File: src/rtl/irq_dest_pkg.sv
// Package: shared constants and types for the interrupt destination resolver.
// Assumes 8-bit destination bytes and 3-bit delivery codes.
package irq_dest_pkg;
    localparam int DEST_W = 8;
    localparam int DLV_W  = 3;

    typedef logic [DEST_W-1:0] dest_t;
    typedef logic [DLV_W-1:0]  dlv_t;

    localparam dlv_t  DLV_LOWEST = 3'b001;
    localparam dest_t DEST_ALL   = 8'hFF;
endpackage

File: src/rtl/irq_dest_match.sv
// Module: irq_dest_match
// Builds the matched-unit set from the destination fields. This is pure
// combinational logic.
// Assumes unit IDs run from 0 to NUM_UNITS-1, and that NUM_UNITS fits in a destination byte.
module irq_dest_match
    import irq_dest_pkg::*;
#(
    parameter int NUM_UNITS = 8
) (
    input  dest_t                       dest,
    input  logic                        logical,
    input  logic [NUM_UNITS*DEST_W-1:0] ldest,
    output logic [NUM_UNITS-1:0]        match
);
    for (genvar u = 0; u < NUM_UNITS; u++) begin : g_unit
        localparam dest_t UNIT_ID = dest_t'(u);
        logic phys_hit;
        logic logi_hit;

        // Physical hit: broadcast value, or this unit's own number.
        always_comb phys_hit = (dest == DEST_ALL) || (dest == UNIT_ID);

        // Logical hit: any shared bit between the unit's byte and the destination.
        always_comb logi_hit = |(ldest[u*DEST_W +: DEST_W] & dest);

        // Pick the hit that belongs to the addressing mode.
        always_comb match[u] = logical ? logi_hit : phys_hit;
    end
endmodule

File: src/rtl/irq_rot_counter.sv
// Module: irq_rot_counter
// A persistent rotation counter. It steps by one when adv is high and wraps at 2**CNT_W.
// Assumes a synchronous active-low reset clears it.
module irq_rot_counter #(
    parameter int CNT_W = 8
) (
    input  logic             clk,
    input  logic             rst_n,
    input  logic             adv,
    output logic [CNT_W-1:0] count
);
    // Hold or step the count.
    always_ff @(posedge clk) begin
        if (!rst_n) begin
            count <= '0;
        end else if (adv) begin
            count <= count + 1'b1;
        end
    end
endmodule

File: src/rtl/irq_nth_select.sv
// Module: irq_nth_select
// From a set of units, keeps only the member whose rank, in ascending unit
// order, equals count modulo the set size. This is pure combinational logic.
// Assumes CNT_W is at least the width of a population count of NUM_UNITS.
module irq_nth_select #(
    parameter int NUM_UNITS = 8,
    parameter int CNT_W     = 8
) (
    input  logic [NUM_UNITS-1:0] set_in,
    input  logic [CNT_W-1:0]     count,
    output logic [NUM_UNITS-1:0] pick,
    output logic                 nonempty
);
    localparam int PW = $clog2(NUM_UNITS + 1);

    logic [PW-1:0]    pop;
    logic [CNT_W-1:0] rank_want;

    // Population count of the set.
    always_comb begin
        pop = '0;
        for (int i = 0; i < NUM_UNITS; i++) begin
            pop = pop + PW'(set_in[i]);
        end
    end

    // Wanted rank = count mod set size. It is 0 for an empty set.
    always_comb begin
        nonempty  = (pop != '0);
        rank_want = nonempty ? (count % CNT_W'(pop)) : '0;
    end

    // Walk the set in ascending order and keep the member at the wanted rank.
    always_comb begin
        logic [PW-1:0] rank;
        rank = '0;
        pick = '0;
        for (int i = 0; i < NUM_UNITS; i++) begin
            if (set_in[i]) begin
                if (CNT_W'(rank) == rank_want) begin
                    pick[i] = 1'b1;
                end
                rank = rank + 1'b1;
            end
        end
    end
endmodule

File: src/rtl/irq_dest_resolver.sv
// Module: irq_dest_resolver (top)
// Resolves an interrupt message's destination into a registered mask of
// target units. Lowest-priority delivery keeps one member of the matched set,
// chosen by a rotation counter. The illegal physical lowest-priority case
// raises an error and delivers to no unit.
// Assumes at most one message per cycle. The result appears one cycle after msg_valid.
module irq_dest_resolver
    import irq_dest_pkg::*;
#(
    parameter int NUM_UNITS = 8,
    parameter int CNT_W     = 8
) (
    input  logic                        clk,
    input  logic                        rst_n,
    input  logic                        msg_valid,
    input  logic [7:0]                  msg_dest,
    input  logic                        msg_logical,
    input  logic [2:0]                  msg_dlv,
    input  logic [NUM_UNITS*8-1:0]      unit_ldest,
    output logic                        tgt_valid,
    output logic [NUM_UNITS-1:0]        tgt_mask,
    output logic                        tgt_err
);
    logic [NUM_UNITS-1:0] match;
    logic [NUM_UNITS-1:0] pick;
    logic                 nonempty;
    logic [CNT_W-1:0]     rot_count;
    logic                 is_lowest;
    logic                 illegal;
    logic                 rot_adv;
    logic [NUM_UNITS-1:0] next_mask;

    irq_dest_match #(.NUM_UNITS(NUM_UNITS)) u_match (
        .dest    (msg_dest),
        .logical (msg_logical),
        .ldest   (unit_ldest),
        .match   (match)
    );

    irq_nth_select #(.NUM_UNITS(NUM_UNITS), .CNT_W(CNT_W)) u_select (
        .set_in   (match),
        .count    (rot_count),
        .pick     (pick),
        .nonempty (nonempty)
    );

    irq_rot_counter #(.CNT_W(CNT_W)) u_rot (
        .clk   (clk),
        .rst_n (rst_n),
        .adv   (rot_adv),
        .count (rot_count)
    );

    // Decode the delivery code and flag the illegal physical lowest-priority case.
    always_comb begin
        is_lowest = (dlv_t'(msg_dlv) == DLV_LOWEST);
        illegal   = is_lowest && !msg_logical;
        rot_adv   = msg_valid && is_lowest && msg_logical && nonempty;
    end

    // Choose the mask to deliver: none, the rotated pick, or the whole set.
    always_comb begin
        if (illegal) begin
            next_mask = '0;
        end else if (is_lowest) begin
            next_mask = pick;
        end else begin
            next_mask = match;
        end
    end

    // Register the result. Outputs stay at zero between messages.
    always_ff @(posedge clk) begin
        if (!rst_n) begin
            tgt_valid <= 1'b0;
            tgt_mask  <= '0;
            tgt_err   <= 1'b0;
        end else begin
            tgt_valid <= msg_valid;
            tgt_mask  <= msg_valid ? next_mask : '0;
            tgt_err   <= msg_valid && illegal;
        end
    end
endmodule

File: config.mk
export PLATFORM = sky130hd
export DESIGN_NAME = irq_dest_resolver
export DESIGN_NICKNAME = d
export VERILOG_FILES = /design/src/rtl/irq_dest_pkg.sv /design/src/rtl/irq_dest_match.sv /design/src/rtl/irq_rot_counter.sv /design/src/rtl/irq_nth_select.sv /design/src/rtl/irq_dest_resolver.sv
export SDC_FILE = /design/constraint.sdc
export NUM_CORES = 1
export LEC_CHECK = 0
export BUFFER_PORTS_ARGS = -buffer_cell sky130_fd_sc_hd__buf_4
export CAP_MARGIN = 20
export CORE_ASPECT_RATIO = 0.75
export CORE_UTILIZATION = 39
export DETAILED_ROUTE_END_ITERATION = 8
export MAX_ROUTING_LAYER = met4
export PLACE_DENSITY_LB_ADDON = 0.15
export SLEW_MARGIN = 10
export SYNTH_ARGS = -nofsm -noshare
export SYNTH_HDL_FRONTEND = slang
export SYNTH_SLANG_ARGS = --single-unit
File: constraint.sdc
create_clock -name clk -period 24 [get_ports clk]
set_clock_uncertainty 0.15 [all_clocks]
set_input_delay 1.2 -clock clk [delete_from_list [all_inputs] [get_ports clk]]
set_output_delay 1.2 -clock clk [all_outputs]
set_load 0.01 [all_outputs]
* Yosys cells after proc, flatten, opt, wreduce, memory -nomap -nowiden
Index checks and enable logic that the tools add are counted.
Widths: inputs -> output; s select.
** Operators by class
- Reductions and logical operators :: 26
- Mux-type cells :: 33
- Add/subtract/negate cells :: 14
- Div/mod/pow operators :: 1
- Bitwise logic cells :: 10
- Equal/unequal tests :: 16
** Operators by type and width (number)
- $and 8x8->8 :: 8
- $reduce_or 8->1 :: 8
- $eq 4x8->1 :: 6
- $eq 8x3->1 const B :: 4
- $mux 1 :: 25
- $add 4x1->4 :: 6
- $mux 4 :: 6
- $add 4x1->4 const B :: 5
- $eq 8x2->1 const B :: 2
- $logic_not 8->1 :: 2
- $mux 8 :: 2
- $add 8x1->8 const B :: 1
- $eq 1x8->1 :: 1
- $eq 8x1->1 const B :: 1
- $eq 8x8->1 const B :: 1
- $logic_or 1x1->1 :: 8
- $mod 8x4->8 :: 1
- $logic_and 1x1->1 :: 5
- $reduce_bool 4->1 :: 1
- $eq 3x1->1 const B :: 1
- $reduce_or 3->1 :: 1
- $add 1x1->2 :: 1
- $add 1x1->2 const B :: 1
- $not 1->1 :: 2
- $logic_not 1->1 :: 1
** Storage, ports and cells
- Word-level logic and storage cells :: 104
- Output and inout bits :: 10
- Register bits :: 18
- Bits of input ports :: 79

* Depth between registers and ports, before layout
- Word-level depth :: 20
- Gate-level depth with buffers :: 72
- Mapped depth without buffers :: 70

* Modules after synthesis
A second synthesis with hierarchy kept.
** Second synthesis, totals
- Cell total of the unflattened synthesis :: 495
- Area total of the unflattened synthesis :: 3941.3 um^2
** By module, submodules not included
- irq_nth_select :: instances 1, cells an instance 342, sequential area each 0.0 um^2, area an instance 2610.0 um^2
- irq_dest_match :: instances 1, cells an instance 72, sequential area each 0.0 um^2, area an instance 519.2 um^2
- irq_dest_resolver :: instances 1, cells an instance 44, sequential area each 200.2 um^2, area an instance 452.9 um^2
- irq_rot_counter :: instances 1, cells an instance 37, sequential area each 160.2 um^2, area an instance 359.1 um^2

* Worst setup path before layout
Ideal clock, no wire load.
- Path kind :: input port to flip-flop
- Start :: input port msg_dest[5]
- End :: register tgt_mask[2]
- Arrival time :: 15.812 ns
- Buffers on the path :: 1
- Library setup time :: 0.078 ns
- Cell stages on the path :: 67
- Data required time :: 23.772 ns
- Setup slack :: 7.960 ns
- Path through :: clkbuf_1 -> or4_1 -> or3_1 -> nor3_1 -> nor2_1 -> a21oi_1 -> inv_1 -> ha_1 -> inv_1 -> fa_1 -> inv_1 -> fa_1 -> inv_1 -> fa_1 -> inv_1 -> fa_1 -> inv_1 -> a31o_1 -> [31 not listed] -> o21a_1 -> o21a_1 -> nor2_1 -> o21a_1 -> nand2_1 -> o21a_1 -> ha_1 -> nor2b_1 -> o21ai_0 -> nand2b_1 -> a41o_1 -> or4_4 -> a22oi_4 -> mux2i_2 -> xnor2_1 -> nor4b_1 -> a21oi_1 -> nor3_1
** On the way
- Word-level cells in the longest chain between the ends :: 16
- Elaborated cells between the ends (all ways) :: 58
- Those cells by class :: add/sub: 8; div: 1; eq/ne: 9; mux: 14; bitwise: 8; reduce/logical: 18
** Ends and longest elaborated chain
- start, declared :: line irq_dest_resolver.sv:16 : input logic [7:0] msg_dest,
- $eq 8x8->1, or another cell as far along :: line irq_dest_match.sv:21 : always_comb phys_hit = (dest == DEST_ALL) || (dest == UNIT_ID);
- $logic_or 1x1->1 / $reduce_or 8->1 (equally long branches) :: line irq_dest_match.sv:21, irq_dest_match.sv:24
- $mux 1 :: line irq_dest_match.sv:27 : always_comb match[u] = logical ? logi_hit : phys_hit;
- $add 1x1->2 :: line irq_nth_select.sv:23 : pop = pop + PW'(set_in[i]);
- $add 4x1->4 (6 in series) :: line irq_nth_select.sv:23
- $mod 8x4->8 / $reduce_bool 4->1 (equally long branches) :: line irq_nth_select.sv:30, irq_nth_select.sv:29
- $mux 8 :: line irq_nth_select.sv:30 : rank_want = nonempty ? (count % CNT_W'(pop)) : '0;
- $eq 4x8->1 :: line irq_nth_select.sv:40 : if (CNT_W'(rank) == rank_want) begin
- $mux 1 :: line irq_nth_select.sv:40
- $mux 1 :: line irq_nth_select.sv:39 : if (set_in[i]) begin
- $mux 8 * :: line irq_dest_resolver.sv:65 : end else if (is_lowest) begin
- end signal, assigned :: line irq_dest_resolver.sv:80 : tgt_mask <= msg_valid ? next_mask : '0;
- end, declared :: line irq_dest_resolver.sv:21 : output logic [NUM_UNITS-1:0] tgt_mask,
Mark *: on every way between the ends. The rest lies on a longest branch, timed or not.
A chain may end at the register's enable or synchronous reset.

* Final worst setup path
Same ends and word-level chain as after synthesis.

==> summary by stage <==
Run status
The run finished with clean final reports.

Min path
The tightest min-delay check is of the register to register type.

STA
After layout, the minimum clock period comes to 17.95 ns. The number of max-slew violations in the final report came to 0. The number of hold violations in the final report is 0.

Setup repair after global routing left no endpoint under its margin. In this run the tightest slew margin relative to its limit is about 44%. Setup violations remaining at the end of the flow were counted as 0. The hold slack is approximately 0.48 ns. Based on the critical path, the design can be clocked at up to 55.7 MHz.

The worst path uses ~75% of the clock period. The setup total negative slack is 0 ns. The setup slack of the critical path after layout is between 6 and 7 ns. For the pin with the worst max-slew slack, the measured transition is between 0.8 and 0.9 ns.

Finish
The antenna diode count is 0. The net count of the finished layout is slightly below 700. Summing all multi-input logic gate instances after layout gives 0.00319 mm2. Across the whole layout, storage elements account for 360 um2. The filler cells instantiated in the layout total 935. The share of final-layout standard cells stronger than drive strength 1 is between 20% and 30%. The signed area change from the synthesized netlist to the final layout is 22.6%. The finished cells cover around 0.0046 mm2.

Synthesis
Ranked by instance count, the synthesized netlist is headed by sky130_fd_sc_hd__nand2_1, sky130_fd_sc_hd__ha_1, sky130_fd_sc_hd__nor2_1. The cell area after synthesis is 0.00373 mm2. Synthesis instantiated 77 different standard cells from the library. By area the synthesized netlist is led by sky130_fd_sc_hd__ha_1, sky130_fd_sc_hd__dfxtp_1, sky130_fd_sc_hd__xnor2_1. Yosys mapped a number of flops with a built-in enable equal to 0.

Dividing the synthesized area by the synthesized cell count gives around 7.7 um2. The post-synthesis instance total is ~490. Among all cell types in the netlist, the one instantiated most often is sky130_fd_sc_hd__nand2_1. Synthesis inferred 18 register bits.

For this run, the leading register cell type out of synthesis is sky130_fd_sc_hd__dfxtp_1. The fraction of synthesized cell area taken by the top area cell type is between 10% and 20%. After synthesis, flip-flops and latches occupy about a tenth of the total area. The number of warnings issued by yosys is 0. Of all flip-flops after synthesis, the portion carrying an async set or reset was 0%. Summed over all instances, the cell type with the most area after synthesis is sky130_fd_sc_hd__ha_1. When the netlist entered floorplanning its net count stood at around 610.

Floorplan
The chip width is around 110 um. The die footprint is between 0.009 and 0.01 mm2. The total area inside the core boundary comes to between 0.009 and 0.01 mm2. The number of placement rows is 30. The initial utilization of the core area, before any placement, comes to 40.7%. The number of top-level design ports is around 90.

The vertical die dimension is about 87 um.

Detailed routing
The detail-routed net length per standard cell is about 16 um. The post-route antenna net violation count is 0. The routed design uses ~700 um of met3 wire. After detailed routing, the number of vias per cell comes to 5.74. The wire length on met1 is about 5700 um. Wires add up to around 11,000 um. The number of remaining DRC errors is 0. The highest routed metal layer is met4. The routed layout has approximately 4,000 vias. The amount of wire on met2 after detailed routing is 4670 um. The pre-antenna-repair detailed-routing pass consisted of 5 iterations. The detailed router finished its first iteration with 243 violations.

Clock tree
The tree built by TritonCTS fans out to 18 sinks. The later pin in the worst-skew pair is clocked with a latency of around 0.25 ns. After clock tree synthesis, the clock-pin slew on the worst setup and hold paths is around 0.05 ns. In this run the post-CTS setup repair buffer count came out at 0. The number of resized instances in the post-cts repair step is 0. Buffers inserted to repair hold after CTS numbered 0. The maximum level of the CTS H-tree is 1. Counting along the longest clock path gives a buffer depth of 2. The CTS tree is built. Counting the buffers created by CTS gives 3.

CTS placed an instance of sky130_fd_sc_hd__clkbuf_16 at the clock tree root.

Critical path
The end of the worst register-to-register path is tgt_mask[2]$_SDFF_PP0_. The worst setup path endpoint is tgt_mask[2]$_SDFF_PP0_. By startpoint and endpoint, the worst setup path is classified as primary input to register.

In this run the worst path has a maximum fanout of 10. The largest single stage delay on the critical path is roughly 0.62 ns. The most critical setup path has its startpoint at msg_dest[5]. The kind of end point of the critical path is a register. In this run the register-to-register setup slack is around 11 ns. The reg-to-reg startpoint is u_rot.count[7]$_SDFFE_PN0P_. The number of cells on the worst reg-to-reg path is between 50 and 60. The slowest cell on the critical path is sky130_fd_sc_hd__mux2i_2. Data on the critical path is required at its endpoint by approximately 24 ns. STA classifies the critical path startpoint as a primary input. Data arrives at the worst endpoint at 17.97 ns.

Place
Input and output buffers added on the ports amount to between 80 and 90. OpenSTA, run right after detailed placement, puts the worst setup slack at 6.06 ns. At the end of routability-driven placement, the weighted congestion stood at 0.909. Once placement finished, the instance area stood at ~0.0045 mm2. The half-perimeter wire length of the detailed placement result is 9080 um.

GRT
The wire length of the first global-routing pass is between 15,000 and 20,000 um. The number of antenna violations at the first check in global routing came to 0. The number of global-route vias before repair is 3,685. The total global-route track usage is a little under a quarter. Entering global routing, the biggest net connects 17 pins. The overall overflow remaining after global route is 0.

Run
The tool flagged a number of max-cap violations equal to 0.
## stage by stage
| step | instances | util [%] |
|---|---|---|
| after global routing | 689 | 49.9 |
| after global placement | 685 | 48.9 |
| after CTS | 689 | 49.9 |
| after floorplan | 486 | - |
| after detailed placement | 685 | 48.9 |
| final | 689 | 49.9 |
## cells in the final DEF, fill, tap and decap left out, drive strengths merged, types with 12 or more instances in the layout
cell   count
nand2     40
and2      12
o21ai     21
dfxtp     18
buf       88
a21oi     26
nor2b     12
nor3      21
nor2      31
xnor2     27
nand3     13
inv       29
ha        38
xor2      15
o21a      15
## cell families after synthesis
group,share of synthesized area (%)
XOR/XNOR,10.8
flip-flops,9.67
adder cells (fa/ha/maj),15.4
buffers and inverters,4.73
AND/OR/NAND/NOR,24.5
AO/OA/AOI/OAI,30.1
multiplexers,4.84
## sequential cells by signal (all words and copies together), names as in the netlist
register	flops
u_rot.count	8
tgt_mask	8
tgt_valid	1
tgt_err	1
## layer usage
| metal | track usage (%) | up-vias |
|---|---|---|
| li1 | - | 1985 |
| met1 | 32.7 | 1832 |
| met2 | 36.1 | 127 |
| met3 | 2.03 | 12 |
| met4 | 4.01 | 0 |
| met5 | - | - |
## worst max-delay path, delay by kind of cell
kind | cells | cell delay, ns
muxes | 3 | 1.13
buffers and inverters | 9 | 1.06
and+or+nand+nor | 19 | 4.78
xor gates and xnor gates | 1 | 0.12
adders and majority gates | 12 | 4.48
AOI/OAI and AO/OA | 23 | 5.18
## final cells by class
class                           count  area share (%)
Multi-Input combinational cell    422            69.8
Timing Repair Buffer               88            14.5
Sequential cell                    18            7.89
Tap cell                          128            3.51
Inverter                           29            2.38
Clock buffer                        4            1.94
## worst min path at each step
stage / start / endpoint / slack (ns) / cells past startpoint
global route: u_rot.count[1]$_SDFFE_PN0P_ / u_rot.count[1]$_SDFFE_PN0P_ / 0.53 / 2
CTS: u_rot.count[5]$_SDFFE_PN0P_ / u_rot.count[5]$_SDFFE_PN0P_ / 0.48 / 2
global placement: u_rot.count[5]$_SDFFE_PN0P_ / u_rot.count[5]$_SDFFE_PN0P_ / 0.45 / 2
detailed placement: u_rot.count[5]$_SDFFE_PN0P_ / u_rot.count[5]$_SDFFE_PN0P_ / 0.47 / 2
floorplan: u_rot.count[1]$_SDFFE_PN0P_ / u_rot.count[1]$_SDFFE_PN0P_ / 0.40 / 2
finish: u_rot.count[5]$_SDFFE_PN0P_ / u_rot.count[5]$_SDFFE_PN0P_ / 0.48 / 2
Power is not shown: default switching activity piles up to over one toggle a cycle in this logic, so the estimate is an artifact.
